File: src/rtl/cfg_pkg.sv
package cfg_pkg;
  localparam int unsigned WORD_W   = 32;
  localparam int unsigned NUM_REGS = 4;
  localparam int unsigned ADDR_W   = $clog2(NUM_REGS);

  // index 3 first in the concatenation
  localparam logic [NUM_REGS-1:0][WORD_W-1:0] CFG_DEFAULTS = {
    32'h0000_0027, 32'hDB6D_B4A2, 32'h0000_007D, 32'h0007_F1FC};
  localparam logic [NUM_REGS-1:0][WORD_W-1:0] CFG_WR_MASK = {
    32'h0000_0A7F, 32'hFFFF_FFFF, 32'hFFFF_FFFF, 32'hFFFF_FFFF};

  localparam int unsigned REF_DIV_LSB  = 2;
  localparam int unsigned REF_DIV_W    = 10;
  localparam int unsigned FB_DIV_LSB   = 12;
  localparam int unsigned FB_DIV_W     = 12;
  localparam int unsigned AUTO_BIT     = 30;
  localparam int unsigned MUX_W        = 3;
  localparam int unsigned FB_MUX_LSB   = 10;
  localparam int unsigned N_OUT        = 5;
  localparam int unsigned OUT_MUX_LSB  = 13;
  localparam int unsigned LOCK_WIN_LSB = 2;
  localparam int unsigned LOCK_CNT_LSB = 4;
  localparam int unsigned HOLD_BIT     = 9;
endpackage

File: src/rtl/cfg_sync.sv
module cfg_sync #(
  parameter int unsigned     W       = 1,
  parameter int unsigned     STAGES  = 2,
  parameter logic [W-1:0]    RST_VAL = '0
) (
  input  logic         clk_i,
  input  logic         rst_ni,
  input  logic [W-1:0] d_i,
  output logic [W-1:0] q_o
);
  logic [STAGES-1:0][W-1:0] q;

  always_ff @(posedge clk_i or negedge rst_ni) begin
    if (!rst_ni) q <= {STAGES{RST_VAL}};
    else         q <= {q[STAGES-2:0], d_i};
  end

  assign q_o = q[STAGES-1];
endmodule

File: src/rtl/cfg_serial_rx.sv
module cfg_serial_rx #(
  parameter int unsigned WORD_W = 32
) (
  input  logic              clk_i,
  input  logic              rst_ni,
  input  logic              sclk_i,   // synchronized
  input  logic              sdata_i,  // synchronized
  input  logic              le_i,     // synchronized
  output logic [WORD_W-1:0] word_o,
  output logic              word_vld_o,
  output logic              frame_err_o
);
  localparam int unsigned       CNT_W    = $clog2(WORD_W + 2);
  localparam logic [CNT_W-1:0]  CNT_FULL = CNT_W'(WORD_W);
  localparam logic [CNT_W-1:0]  CNT_SAT  = CNT_W'(WORD_W + 1);

  logic              sclk_q, le_q;
  logic              sclk_rise, le_rise, le_fall;
  logic [CNT_W-1:0]  cnt_q;
  logic [WORD_W-1:0] shift_q;
  logic              vld_q, err_q;

  assign sclk_rise = sclk_i & ~sclk_q;
  assign le_rise   = le_i & ~le_q;
  assign le_fall   = ~le_i & le_q;

  always_ff @(posedge clk_i or negedge rst_ni) begin
    if (!rst_ni) begin
      sclk_q  <= 1'b0;
      le_q    <= 1'b1;
      cnt_q   <= '0;
      shift_q <= '0;
      vld_q   <= 1'b0;
      err_q   <= 1'b0;
    end else begin
      sclk_q <= sclk_i;
      le_q   <= le_i;
      if (le_fall) begin
        cnt_q <= '0;
      end else if (sclk_rise && !le_i) begin
        shift_q <= {shift_q[WORD_W-2:0], sdata_i};
        if (cnt_q != CNT_SAT) cnt_q <= cnt_q + CNT_W'(1);  // saturate past full
      end
      vld_q <= le_rise && (cnt_q == CNT_FULL);
      err_q <= le_rise && (cnt_q != CNT_FULL);
    end
  end

  assign word_o      = shift_q;
  assign word_vld_o  = vld_q;
  assign frame_err_o = err_q;

  AST_IGNORE_WHILE_HIGH: assert property (@(posedge clk_i) disable iff (!rst_ni)
    (le_i && le_q) |=> ($stable(shift_q) && $stable(cnt_q)));
  AST_COMMIT_FULL_ONLY: assert property (@(posedge clk_i) disable iff (!rst_ni)
    vld_q |-> ($past(cnt_q) == CNT_FULL));
  AST_FRAME_START_CLR: assert property (@(posedge clk_i) disable iff (!rst_ni)
    le_fall |=> (cnt_q == '0));
endmodule

File: src/rtl/cfg_reg_bank.sv
module cfg_reg_bank #(
  parameter int unsigned NUM_REGS = 4,
  parameter int unsigned WORD_W   = 32,
  parameter logic [NUM_REGS-1:0][WORD_W-1:0] DEFAULTS = '0,
  parameter logic [NUM_REGS-1:0][WORD_W-1:0] WR_MASK  = '1
) (
  input  logic                             clk_i,
  input  logic                             rst_ni,
  input  logic                             pd_ni,    // synchronized
  input  logic                             wr_vld_i,
  input  logic [WORD_W-1:0]                wr_word_i,
  input  logic                             frame_err_i,
  output logic [NUM_REGS-1:0][WORD_W-1:0]  cfg_o,
  output logic                             err_o
);
  localparam int unsigned ADDR_W = $clog2(NUM_REGS);

  logic [NUM_REGS-1:0][WORD_W-1:0] cfg_q;
  logic                            err_q;

  for (genvar r = 0; r < NUM_REGS; r++) begin : g_reg
    always_ff @(posedge clk_i or negedge rst_ni) begin
      if (!rst_ni)     cfg_q[r] <= DEFAULTS[r];
      else if (!pd_ni) cfg_q[r] <= DEFAULTS[r];
      else if (wr_vld_i && (wr_word_i[ADDR_W-1:0] == ADDR_W'(r)))
        cfg_q[r] <= wr_word_i & WR_MASK[r];
    end

    AST_ONLY_ADDRESSED: assert property (@(posedge clk_i) disable iff (!rst_ni)
      (pd_ni && !(wr_vld_i && (wr_word_i[ADDR_W-1:0] == ADDR_W'(r))))
        |=> $stable(cfg_q[r]));
    AST_RSVD_ZERO: assert property (@(posedge clk_i) disable iff (!rst_ni)
      (cfg_q[r] & ~WR_MASK[r]) == '0);
  end

  always_ff @(posedge clk_i or negedge rst_ni) begin
    if (!rst_ni)          err_q <= 1'b0;
    else if (!pd_ni)      err_q <= 1'b0;
    else if (frame_err_i) err_q <= 1'b1;
  end

  assign cfg_o = cfg_q;
  assign err_o = err_q;

  AST_PD_DEFAULT: assert property (@(posedge clk_i) disable iff (!rst_ni)
    !pd_ni |=> ((cfg_q == DEFAULTS) && !err_q));
  AST_ERR_STICKY: assert property (@(posedge clk_i) disable iff (!rst_ni)
    (err_q && pd_ni) |=> err_q);
endmodule

File: src/rtl/cfg_serial_bank.sv
module cfg_serial_bank
  import cfg_pkg::*;
(
  input  logic                             clk_i,
  input  logic                             rst_ni,
  input  logic                             pd_ni,
  input  logic                             sclk_i,
  input  logic                             sdata_i,
  input  logic                             le_i,
  output logic [NUM_REGS-1:0][WORD_W-1:0]  cfg_o,
  output logic [REF_DIV_W-1:0]             ref_div_m1_o,
  output logic [FB_DIV_W-1:0]              fb_div_m1_o,
  output logic                             ref_auto_o,
  output logic [MUX_W-1:0]                 fb_mux_o,
  output logic [N_OUT*MUX_W-1:0]           out_mux_o,
  output logic [1:0]                       lock_win_o,
  output logic [1:0]                       lock_cnt_o,
  output logic                             hold_en_o,
  output logic                             frame_err_o
);
  logic [2:0]        pins_s;  // {le, sdata, sclk}
  logic              pd_s;
  logic [WORD_W-1:0] rx_word;
  logic              rx_vld, rx_err;
  logic [NUM_REGS-1:0][WORD_W-1:0] cfg;

  cfg_sync #(.W(3), .STAGES(2), .RST_VAL(3'b100)) u_pin_sync (
    .clk_i  (clk_i),
    .rst_ni (rst_ni),
    .d_i    ({le_i, sdata_i, sclk_i}),
    .q_o    (pins_s)
  );

  cfg_sync #(.W(1), .STAGES(2), .RST_VAL(1'b1)) u_pd_sync (
    .clk_i  (clk_i),
    .rst_ni (rst_ni),
    .d_i    (pd_ni),
    .q_o    (pd_s)
  );

  cfg_serial_rx #(.WORD_W(WORD_W)) u_rx (
    .clk_i       (clk_i),
    .rst_ni      (rst_ni),
    .sclk_i      (pins_s[0]),
    .sdata_i     (pins_s[1]),
    .le_i        (pins_s[2]),
    .word_o      (rx_word),
    .word_vld_o  (rx_vld),
    .frame_err_o (rx_err)
  );

  cfg_reg_bank #(
    .NUM_REGS (NUM_REGS),
    .WORD_W   (WORD_W),
    .DEFAULTS (CFG_DEFAULTS),
    .WR_MASK  (CFG_WR_MASK)
  ) u_bank (
    .clk_i       (clk_i),
    .rst_ni      (rst_ni),
    .pd_ni       (pd_s),
    .wr_vld_i    (rx_vld),
    .wr_word_i   (rx_word),
    .frame_err_i (rx_err),
    .cfg_o       (cfg),
    .err_o       (frame_err_o)
  );

  assign cfg_o        = cfg;
  assign ref_div_m1_o = cfg[0][REF_DIV_LSB +: REF_DIV_W];
  assign fb_div_m1_o  = cfg[0][FB_DIV_LSB +: FB_DIV_W];
  assign ref_auto_o   = cfg[0][AUTO_BIT];
  assign fb_mux_o     = cfg[2][FB_MUX_LSB +: MUX_W];
  assign out_mux_o    = cfg[2][OUT_MUX_LSB +: N_OUT*MUX_W];
  assign lock_win_o   = cfg[3][LOCK_WIN_LSB +: 2];
  assign lock_cnt_o   = cfg[3][LOCK_CNT_LSB +: 2];
  assign hold_en_o    = cfg[3][HOLD_BIT];
endmodule

File: config.mk
export PLATFORM = sky130hd
export DESIGN_NAME = cfg_serial_bank
export DESIGN_NICKNAME = d
export VERILOG_FILES = /design/src/rtl/cfg_pkg.sv /design/src/rtl/cfg_sync.sv /design/src/rtl/cfg_serial_rx.sv /design/src/rtl/cfg_reg_bank.sv /design/src/rtl/cfg_serial_bank.sv
export SDC_FILE = /design/constraint.sdc
export NUM_CORES = 1
export LEC_CHECK = 0
export BUFFER_PORTS_ARGS = -buffer_cell sky130_fd_sc_hd__buf_2
export CAP_MARGIN = 20
export CELL_PAD_IN_SITES_DETAIL_PLACEMENT = 1
export CELL_PAD_IN_SITES_GLOBAL_PLACEMENT = 1
export CORE_UTILIZATION = 45
export CTS_BUF_LIST = sky130_fd_sc_hd__clkbuf_8
export CTS_CLUSTER_SIZE = 40
export DETAILED_ROUTE_END_ITERATION = 7
export PLACE_DENSITY_LB_ADDON = 0.1
export SLEW_MARGIN = 20
export SYNTH_ARGS = -nofsm -noshare
export SYNTH_HDL_FRONTEND = slang
export SYNTH_SLANG_ARGS = --single-unit
File: constraint.sdc
create_clock -name clk_i -period 2.89 [get_ports clk_i]
set_input_delay 0.578 -clock clk_i [delete_from_list [all_inputs] [get_ports clk_i]]
set_output_delay 0.578 -clock clk_i [all_outputs]
set_load 0.02 [all_outputs]
* Word-level counts from Yosys, hierarchy flattened
Cells that the tools add are included.
** Storage, ports and cells
- Flip-flop bits (word level) :: 179
- Bits of input ports :: 6
- Output and inout port bits :: 175
- Word-level logic and storage cells :: 60
** Cells by class
- $add $sub $neg :: 1
- Eq/ne operators :: 11
- Mux-type cells :: 13
- Bitwise gates (word level) :: 7
- Reductions and logical operators :: 13
** Operator list (count)
- 32-bit 2-to-1 mux :: 8
- 6-bit 2-to-1 mux :: 3
- 6-bit != test (second input constant) :: 2
- 2-bit by 1-bit != test with 1-bit output (second input constant) :: 5
- 1-bit logical AND :: 7
- 6-bit by 1-bit adder with 6-bit output (second input constant) :: 1
- 6-bit == test (second input constant) :: 1
- 2-bit == test (second input constant) :: 2
- 1-bit inverter :: 4
- 2-bit AND reduction :: 2
- 2-bit nonzero test :: 2
- 1-bit bitwise AND :: 3
- 2-bit by 1-bit == test with 1-bit output (second input constant) :: 1
- 2-bit zero test :: 1
- 1-bit 2-to-1 mux :: 2
- 1-bit zero test :: 1

* Longest topological paths before layout
Gate-level depths: netlist of run 1.
- Depth in word-level cells :: 5
- Depth in mapped cells :: 6

* Modules after synthesis
Synthesis of run 1 repeated with hierarchy kept, for this count alone.
** Second synthesis, totals
- Cell total of the unflattened synthesis :: 597
- Area total of the unflattened synthesis :: 7119.3 um^2
** Modules (own cells, without submodules)
- cfg_reg_bank :: times used 1, cells each 426, area an instance 4874.7 um^2
- cfg_serial_rx :: times used 1, cells each 114, area an instance 1671.6 um^2
- cfg_serial_bank :: times used 1, cells each 46, area an instance 345.3 um^2
- cfg_sync (u_pin_sync) :: times used 1, cells each 9, area an instance 175.2 um^2
- cfg_sync (u_pd_sync) :: times used 1, cells each 2, area an instance 52.6 um^2

* Worst setup path before layout of run 1
OpenSTA, ideal clock, no wires.
- Path type :: reg-to-reg
- Start :: reg u_pin_sync.q, in the netlist u_pin_sync.q_o[2]
- End :: reg u_rx.shift_q[1], in the netlist u_rx.word_o[1]
- Arrival time :: 1470 ps
- Required time :: 2762 ps
- Setup slack :: 1293 ps
- Cell stages (with the launch flop) :: 5
- Clock period less this slack :: 1597 ps
- Cell sequence :: dfstp_2 -> or3b_4 -> nor2_2 -> buf_4 -> mux2_1
** Between the ends
- Cells in the longest elaborated chain, start to end :: 4
- Elaborated cells between the ends (all ways) :: 6
- Classes of those cells :: 3 x bitwise; 3 x reduce/logical
** RTL lines
- start, declared :: line cfg_sync.sv:11 : logic [STAGES-1:0][W-1:0] q;
- start signal, assigned :: line cfg_sync.sv:14 : if (!rst_ni) q <= {STAGES{RST_VAL}};
- start signal, assigned :: line cfg_sync.sv:15 : else q <= {q[STAGES-2:0], d_i};
- 1-bit inverter :: line cfg_serial_rx.sv:25 : assign le_fall = ~le_i & le_q;
- 1-bit bitwise AND :: line cfg_serial_rx.sv:25
- 1-bit inverter (no source line)
- 2-bit AND reduction (no source line) (*)
- end signal, assigned :: line cfg_serial_rx.sv:41 : shift_q <= {shift_q[WORD_W-2:0], sdata_i};
- end, declared :: line cfg_serial_rx.sv:20 : logic [WORD_W-1:0] shift_q;
Mark *: on every way between the ends. The rest lies on a longest branch, timed or not.
A chain may end at the register's enable or synchronous reset.

* Final worst setup path of run 1
- Start :: reg u_pin_sync.q, in the netlist u_pin_sync.q_o[2]
- End :: reg u_rx.shift_q[5], in the netlist u_rx.word_o[5]
The elaborated chain is that of the path after synthesis.

==> summary.txt, run 1 <==
Run status
  – Outcome: finished, final reports clean

STA
  – # setup viols final: 0
  – Tmin final: 1.82 ns
  – Final worst-path cycle share: 63.1%
  – Rel. slew slack: just over 40%
  – Final Hold Viols: 0
  – Setup ws final: ~1.1 ns
  – Clock skew: between 0.007 and 0.008 ns
  – Hold_ws: 0.174 ns
  – Final Max Tran Viols: 0
  – Worst slew pin tran: approximately 0.89 ns
  – Max Clock Freq: 549 MHz
  – Total Neg Setup Slack: 0 ns
  – RSZ-0062 raised after global routing: false

Floorplan
  – Die Width: 124 um
  – DIE HEIGHT: around 120 um
  – Core box area: 0.0145 mm^2
  – Initial Utilization: 46.2%
  – Top-Level Pins: around 180
  – # rows: 44
  – Die area: 0.0154 mm^2

Power
  – Pwr/cell area: 518 mW/mm^2
  – Leak: 3.82 nW
  – Max VDD drop: about 0.00025 V

Yosys
  – Yosys warnings: 0
  – Syn Std Cell Area: roughly 0.0067 mm^2
  – EDFF count, synth: 0
  – Post-synthesis cell count: 639
  – Count of state elements after synthesis: 156
  – Share of the synthesized area in the top cell type: 40.6%
  – Sequential share of the synthesized area: approximately three fifths
  – Syn avg cell area: 10.5 um^2
  – Synth cell types: 32
  – Ys async rst share: 100%
  – Area contributors post-synth: dfrtp_1 41%, dfstp_2 18%, nand2_1 11%
  – Prevailing post-synth register cell: dfrtp_1
  – Area leader, netlist: dfrtp_1

Critical path
  – CP startpoint kind: register
  – Worst Path Arrival: 2.13 ns
  – Worst-path maximum fanout: 32
  – Critical path class: reg2reg
  – CP Capture Type: register
  – CP Data Required Time: 3.20 ns

Detailed routing
  – Pre-antenna DRT Iters: 4
  – Routed WL per cell: 17.3 um
  – Routed Antenna Nets: 0
  – Vias per inst: ~5.1
  – Residual DRC count: 0
  – Total number of vias: 4784
  – First DRT Iteration DRCs: 262
  – DRT Wirelength: about 16 mm

Global route
  – Number of global-route vias before repair: between 4000 and 5000
  – All-Layer GR Usage: 22.3%
  – Initial antenna violation count: 0
  – Pin count of the biggest net entering global routing: 107
  – Gr ovfl total: 0
  – First-pass GRT wire length: 25.7 mm

Clock network
  – Clock Path Buffers: 2
  – CTS Hold Bufs: 0
  – CTS Sinks: 156
  – Clock root buffer master: clkbuf_8
  – # Post-CTS Setup Buffers: 0
  – H-tree depth: 4
  – Worst-Skew Late Latency: 0.43 ns
  – PostCTS Resize Cnt: 0
  – Reg clk slew, reported paths: ~0.07 ns
  – CTS tree: done
  – Num CTS Buffers: 17

Placed design
  – Pre-CTS setup slack: 1.00 ns
  – PortBufs: roughly 160
  – Dpl hpwl: 10.7 mm
  – Placed inst area: 0.00726 mm^2
  – Routability cong.: 0.736
  – Post-Place Cells: around 910

Layout
  – Final Cell Area: approximately 0.0076 mm^2
  – N_diodes: 0
  – Commonest non-fill, non-tap cell in the layout: nand2_1
  – Finished Layout Cells: 940
  – Most frequent cells in the layout: 202 x nand2_1, 156 x buf_2, 109 x dfrtp_1
  – Layout cell share with drive strength beyond 1: between 30% and 40%
  – Final #Nets: about 750
  – Synthesis-to-finish area growth: 13.5%
  – # fillers: between 1500 and 2000

Worst hold path
  – Hold/Removal Path Class: in2async

Job
  – # Max-Cap Violations: 0
==> flip-flops by register name (all words and copies together) (netlist names), 3 cells and up <==
| name | flops |
|---|---|
| u_pin_sync.q | 3 |
| u_pin_sync.q_o | 3 |
| u_rx.word_o | 32 |
| u_bank.cfg_o | 105 |
| u_rx.cnt_q | 6 |
==> where the power goes <==
group	switching (mW)	internal, mW	total (mW)	leakage, nW
Clock	0.740	0.744	1.48	0.218
Sequential	0.0874	2.23	2.31	2.00
Combinational	0.0954	0.0541	0.150	1.60
==> worst max-delay path, cell delays in order, from the launching register on <==
cell     delay [ns]
dfstp_2        0.39
or3b_4         0.44
nor2_4         0.09
buf_4          0.39
mux2_1         0.38
==> Yosys cell counts (2+ instances only) <==
| master | instances |
|---|---|
| nand3_1 | 40 |
| dfrtp_1 | 109 |
| dfstp_2 | 47 |
| and3_1 | 5 |
| clkbuf_1 | 33 |
| a21oi_1 | 6 |
| nand2b_1 | 2 |
| mux2_1 | 32 |
| nand3b_1 | 6 |
| buf_4 | 72 |
| and3b_1 | 2 |
| ha_1 | 3 |
| mux2i_1 | 2 |
| or3_1 | 2 |
| a21boi_1 | 59 |
| inv_1 | 2 |
| nand2_1 | 202 |
==> area by class of cell <==
type | instances | area, um^2 | share of cell area, %
Multi-Input combinational cell | 398 | 2170 | 28.5
Clock inverter | 11 | 67.6 | 0.887
Inverter | 2 | 7.51 | 0.0986
Sequential cell | 156 | 3970 | 52.1
Clock buffer | 21 | 289 | 3.79
Timing Repair Buffer | 168 | 887 | 11.6
Tap cell | 184 | 230 | 3.02
==> metrics by stage <==
stage / util (%) / total power [mW]
5_1_grt: 52.4 / 4.12
4_1_cts: 52.4 / 3.99
6_report: 52.4 / 3.95
3_5_place_dp: 50.0 / 2.51
3_3_place_gp: 50.0 / 2.50
2_1_floorplan: - / 2.44
==> logic make-up after synthesis <==
logic type | count (synthesis) | share of synthesized area (%)
buf+inv | 107 | 10.0
simple gates | 268 | 17.1
compound gates | 70 | 7.55
fa+ha+maj | 3 | 0.559
mux | 34 | 5.67
other cells | 1 | 0.0559
flops | 156 | 59.0
==> path summary, 6_finish.rpt <==
check	from	slack [ns]	endpoint	cells after the start
worst min register to register	u_pin_sync.q[2]	0.36	u_pin_sync.q_o[2]	0
worst max register to register	u_pin_sync.q_o[2]	1.07	u_rx.word_o[5]	4
max in group asynchronous	rst_ni	1.89	u_bank.cfg_o[65]	2
min in group clk_i	le_i	0.24	u_pin_sync.q[2]	1
worst max-delay path	u_pin_sync.q_o[2]	1.07	u_rx.word_o[5]	4
worst min-delay path	rst_ni	0.17	u_bank.cfg_o[56]	1
==> layer usage <==
| metal | wire length, um | vias up | GRT usage [%] |
|---|---|---|---|
| met5 | 0 | - | 0 |
| met4 | 180 | 0 | 6.32 |
| met3 | 781 | 13 | 4.49 |
| met2 | 7500 | 139 | 34.5 |
| met1 | 7800 | 2443 | 31.9 |
| li1 | - | 2189 | - |
No activity file was read; power rests on OpenSTA's default activity.
==> run 2, diff against run 1 <==
- ABC_AREA: not set -> 1
- CORE_UTILIZATION: 45 -> 37
- clock period: 2.89 -> 1.6 ns (I/O delays scaled with it)
==> summary.txt, run 2 <==
Worst hold path
  – Hold/Removal Path Class: in2async

Clock network
  – Worst-Skew Late Latency: roughly 0.44 ns
  – Reg clk slew, reported paths: 0.08 ns
  – CTS tree: done
  – Clock Path Buffers: 2
  – H-tree depth: 4
  – # Post-CTS Setup Buffers: 0
  – CTS Sinks: 156
  – Num CTS Buffers: 17
  – Clock root buffer master: clkbuf_8

STA
  – Final worst-path cycle share: 93.6%
  – Setup ws final: 0.102 ns
  – Total Neg Setup Slack: 0 ns
  – Final Hold Viols: 0
  – Final Max Tran Viols: 0
  – Tmin final: 1.50 ns
  – # setup viols final: 0
  – Clock skew: a little under 0.008 ns
  – Max Clock Freq: 668 MHz
  – RSZ-0062 raised after global routing: false

Yosys
  – Area contributors post-synth: dfrtp_1 42%, dfstp_2 19%, buf_4 8.6%
  – Sequential share of the synthesized area: 60.4%
  – Post-synth top cells: 130 x nand2_1, 109 x dfrtp_1, 75 x buf_4, 61 x o21ai_0, 47 x dfstp_2
  – Post-synthesis cell count: roughly 650
  – Area leader, netlist: dfrtp_1
  – Synth cell types: 33
  – Yosys warnings: 0
  – Share of the synthesized area in the top cell type: between 40% and 50%
  – EDFF count, synth: 0
  – Prevailing post-synth register cell: dfrtp_1
  – Syn avg cell area: about 10 um^2
  – Count of state elements after synthesis: around 160
  – Most frequent cell after synthesis: nand2_1
  – Syn Std Cell Area: about 0.0066 mm^2
  – Ys async rst share: between 90% and 100%

Placed design
  – PortBufs: 157
  – Dpl hpwl: about 11 mm
  – Routability cong.: 0.729
  – Pre-CTS setup slack: 0.168 ns

Layout
  – Commonest non-fill, non-tap cell in the layout: buf_2
  – N_diodes: 0
  – Largest register FFs: 105
  – Final #Nets: 781
  – Most frequent cells in the layout: 156 x buf_2, 128 x nand2_1, 109 x dfrtp_1
  – Fin util: between 40 and 50%
  – Layout cell share with drive strength beyond 1: 34.4%
  – Synthesis-to-finish area growth: 17.8%

Critical path
  – Worst-path maximum fanout: 3
  – CP Capture Type: output port
  – Worst Path Buf+Inv: 1
  – Critical path's largest stage delay: 0.57 ns
  – Max stage delay cell, worst path: dfstp_2
  – Delay-heaviest family, CP: flip-flops
  – CP cell instances: buf_2
  – Critical path class: reg2out
  – CP startpoint kind: register
  – CP Data Required Time: approximately 1.3 ns
  – Worst Path Arrival: between 1 and 1.5 ns

Detailed routing
  – Routed WL per cell: between 15 and 20 um
  – DRT Wirelength: approximately 16 mm
  – Vias per inst: 4.69
  – Routed Antenna Nets: 0
  – First DRT Iteration DRCs: 216
  – Residual DRC count: 0
  – Total number of vias: about 4700
  – Pre-antenna DRT Iters: 4

Global route
  – Pin count of the biggest net entering global routing: 61
  – Number of global-route vias before repair: 4615
  – First-pass GRT wire length: 25.1 mm
  – Initial antenna violation count: 0
  – All-Layer GR Usage: 17.9%
  – Gr ovfl total: 0

Floorplan
  – Top-Level Pins: 181
  – Initial Utilization: 37.9%
  – Die Width: about 140 um
  – # rows: 48
  – Die area: 0.0183 mm^2
  – DIE HEIGHT: 135 um
  – Core box area: 0.0173 mm^2

Run status
  – Outcome: finished, final reports clean

Power
  – Leak: ~3.8 nW
  – Power consumption: around 9.8 mW
  – Pwr/cell area: 1260 mW/mm^2
  – Max VDD drop: 0.000512 V

Job
  – # Max-Cap Violations: 0
-- run 2: stage by stage --
stage               hold WS (ns)  instances  area (um^2)
finish                     0.268       1010         7730
global route               0.251       1010         7730
CTS                        0.238       1010         7730
detailed placement         0.159        973         7230
global placement           0.158        973         7230
floorplan                 0.0244        676         6650
-- run 2: kinds of logic after synthesis --
logic type,synth area share [%]
XOR/XNOR,0.133
adder cells (fa/ha/maj),0.572
buffers and inverters,13.6
AO/OA/AOI/OAI,11.2
other,0.0571
AND/OR/NAND/NOR,14.1
flip-flops,60.4
-- run 2: cell type report --
cell class / instances / area, um^2
fill: 1993 / 9560
sequential: 156 / 3970
multi-input combinational: 376 / 1800
timing repair buffer: 180 / 1080
tap: 225 / 282
clock buffer: 17 / 234
clock inverter: 15 / 220
inverter: 41 / 154
-- run 2: worst register-to-register path, cell delays in order (launching register included) --
cell and delay [ns]:
dfstp_4 0.69, buf_12 0.26, nand2_8 0.16, a31oi_1 0.24
-- run 2: what timing repair did --
| action | in CTS | in global routing |
|---|---|---|
| endpoints found under the hold margin | 113 | 0 |
| gates resized for setup | 0 | 1 |
| setup endpoints to repair | 0 | 1 |
| hold buffers | 5 | 0 |
-- run 2: layer usage --
metal	wire (um)	global-route usage [%]
met1	7520	25.5
met2	7400	27.2
met5	0	0
met3	686	3.40
met4	211	6.74
-- run 2: power breakdown --
part	switching [mW]	internal (mW)
clock network	1.48	1.86
registers	0.329	4.44
logic	1.15	0.513
-- run 2: worst paths after layout --
| path | startpoint | depth (start not counted) | slack (ns) | end |
|---|---|---|---|---|
| hold reg to reg | u_pin_sync.q[0] | 0 | 0.36 | u_pin_sync.q_o[0] |
| max in group asynchronous | rst_ni | 3 | 0.73 | u_bank.cfg_o[37] |
| setup reg to reg | u_pd_sync.q_o | 3 | 0.18 | u_bank.cfg_o[12] |
| hold / removal | rst_ni | 2 | 0.27 | u_bank.cfg_o[87] |
| min in group clk_i | u_pin_sync.q[0] | 0 | 0.36 | u_pin_sync.q_o[0] |
| setup / recovery | u_bank.cfg_o[14] | 1 | 0.10 | cfg_o[14] |
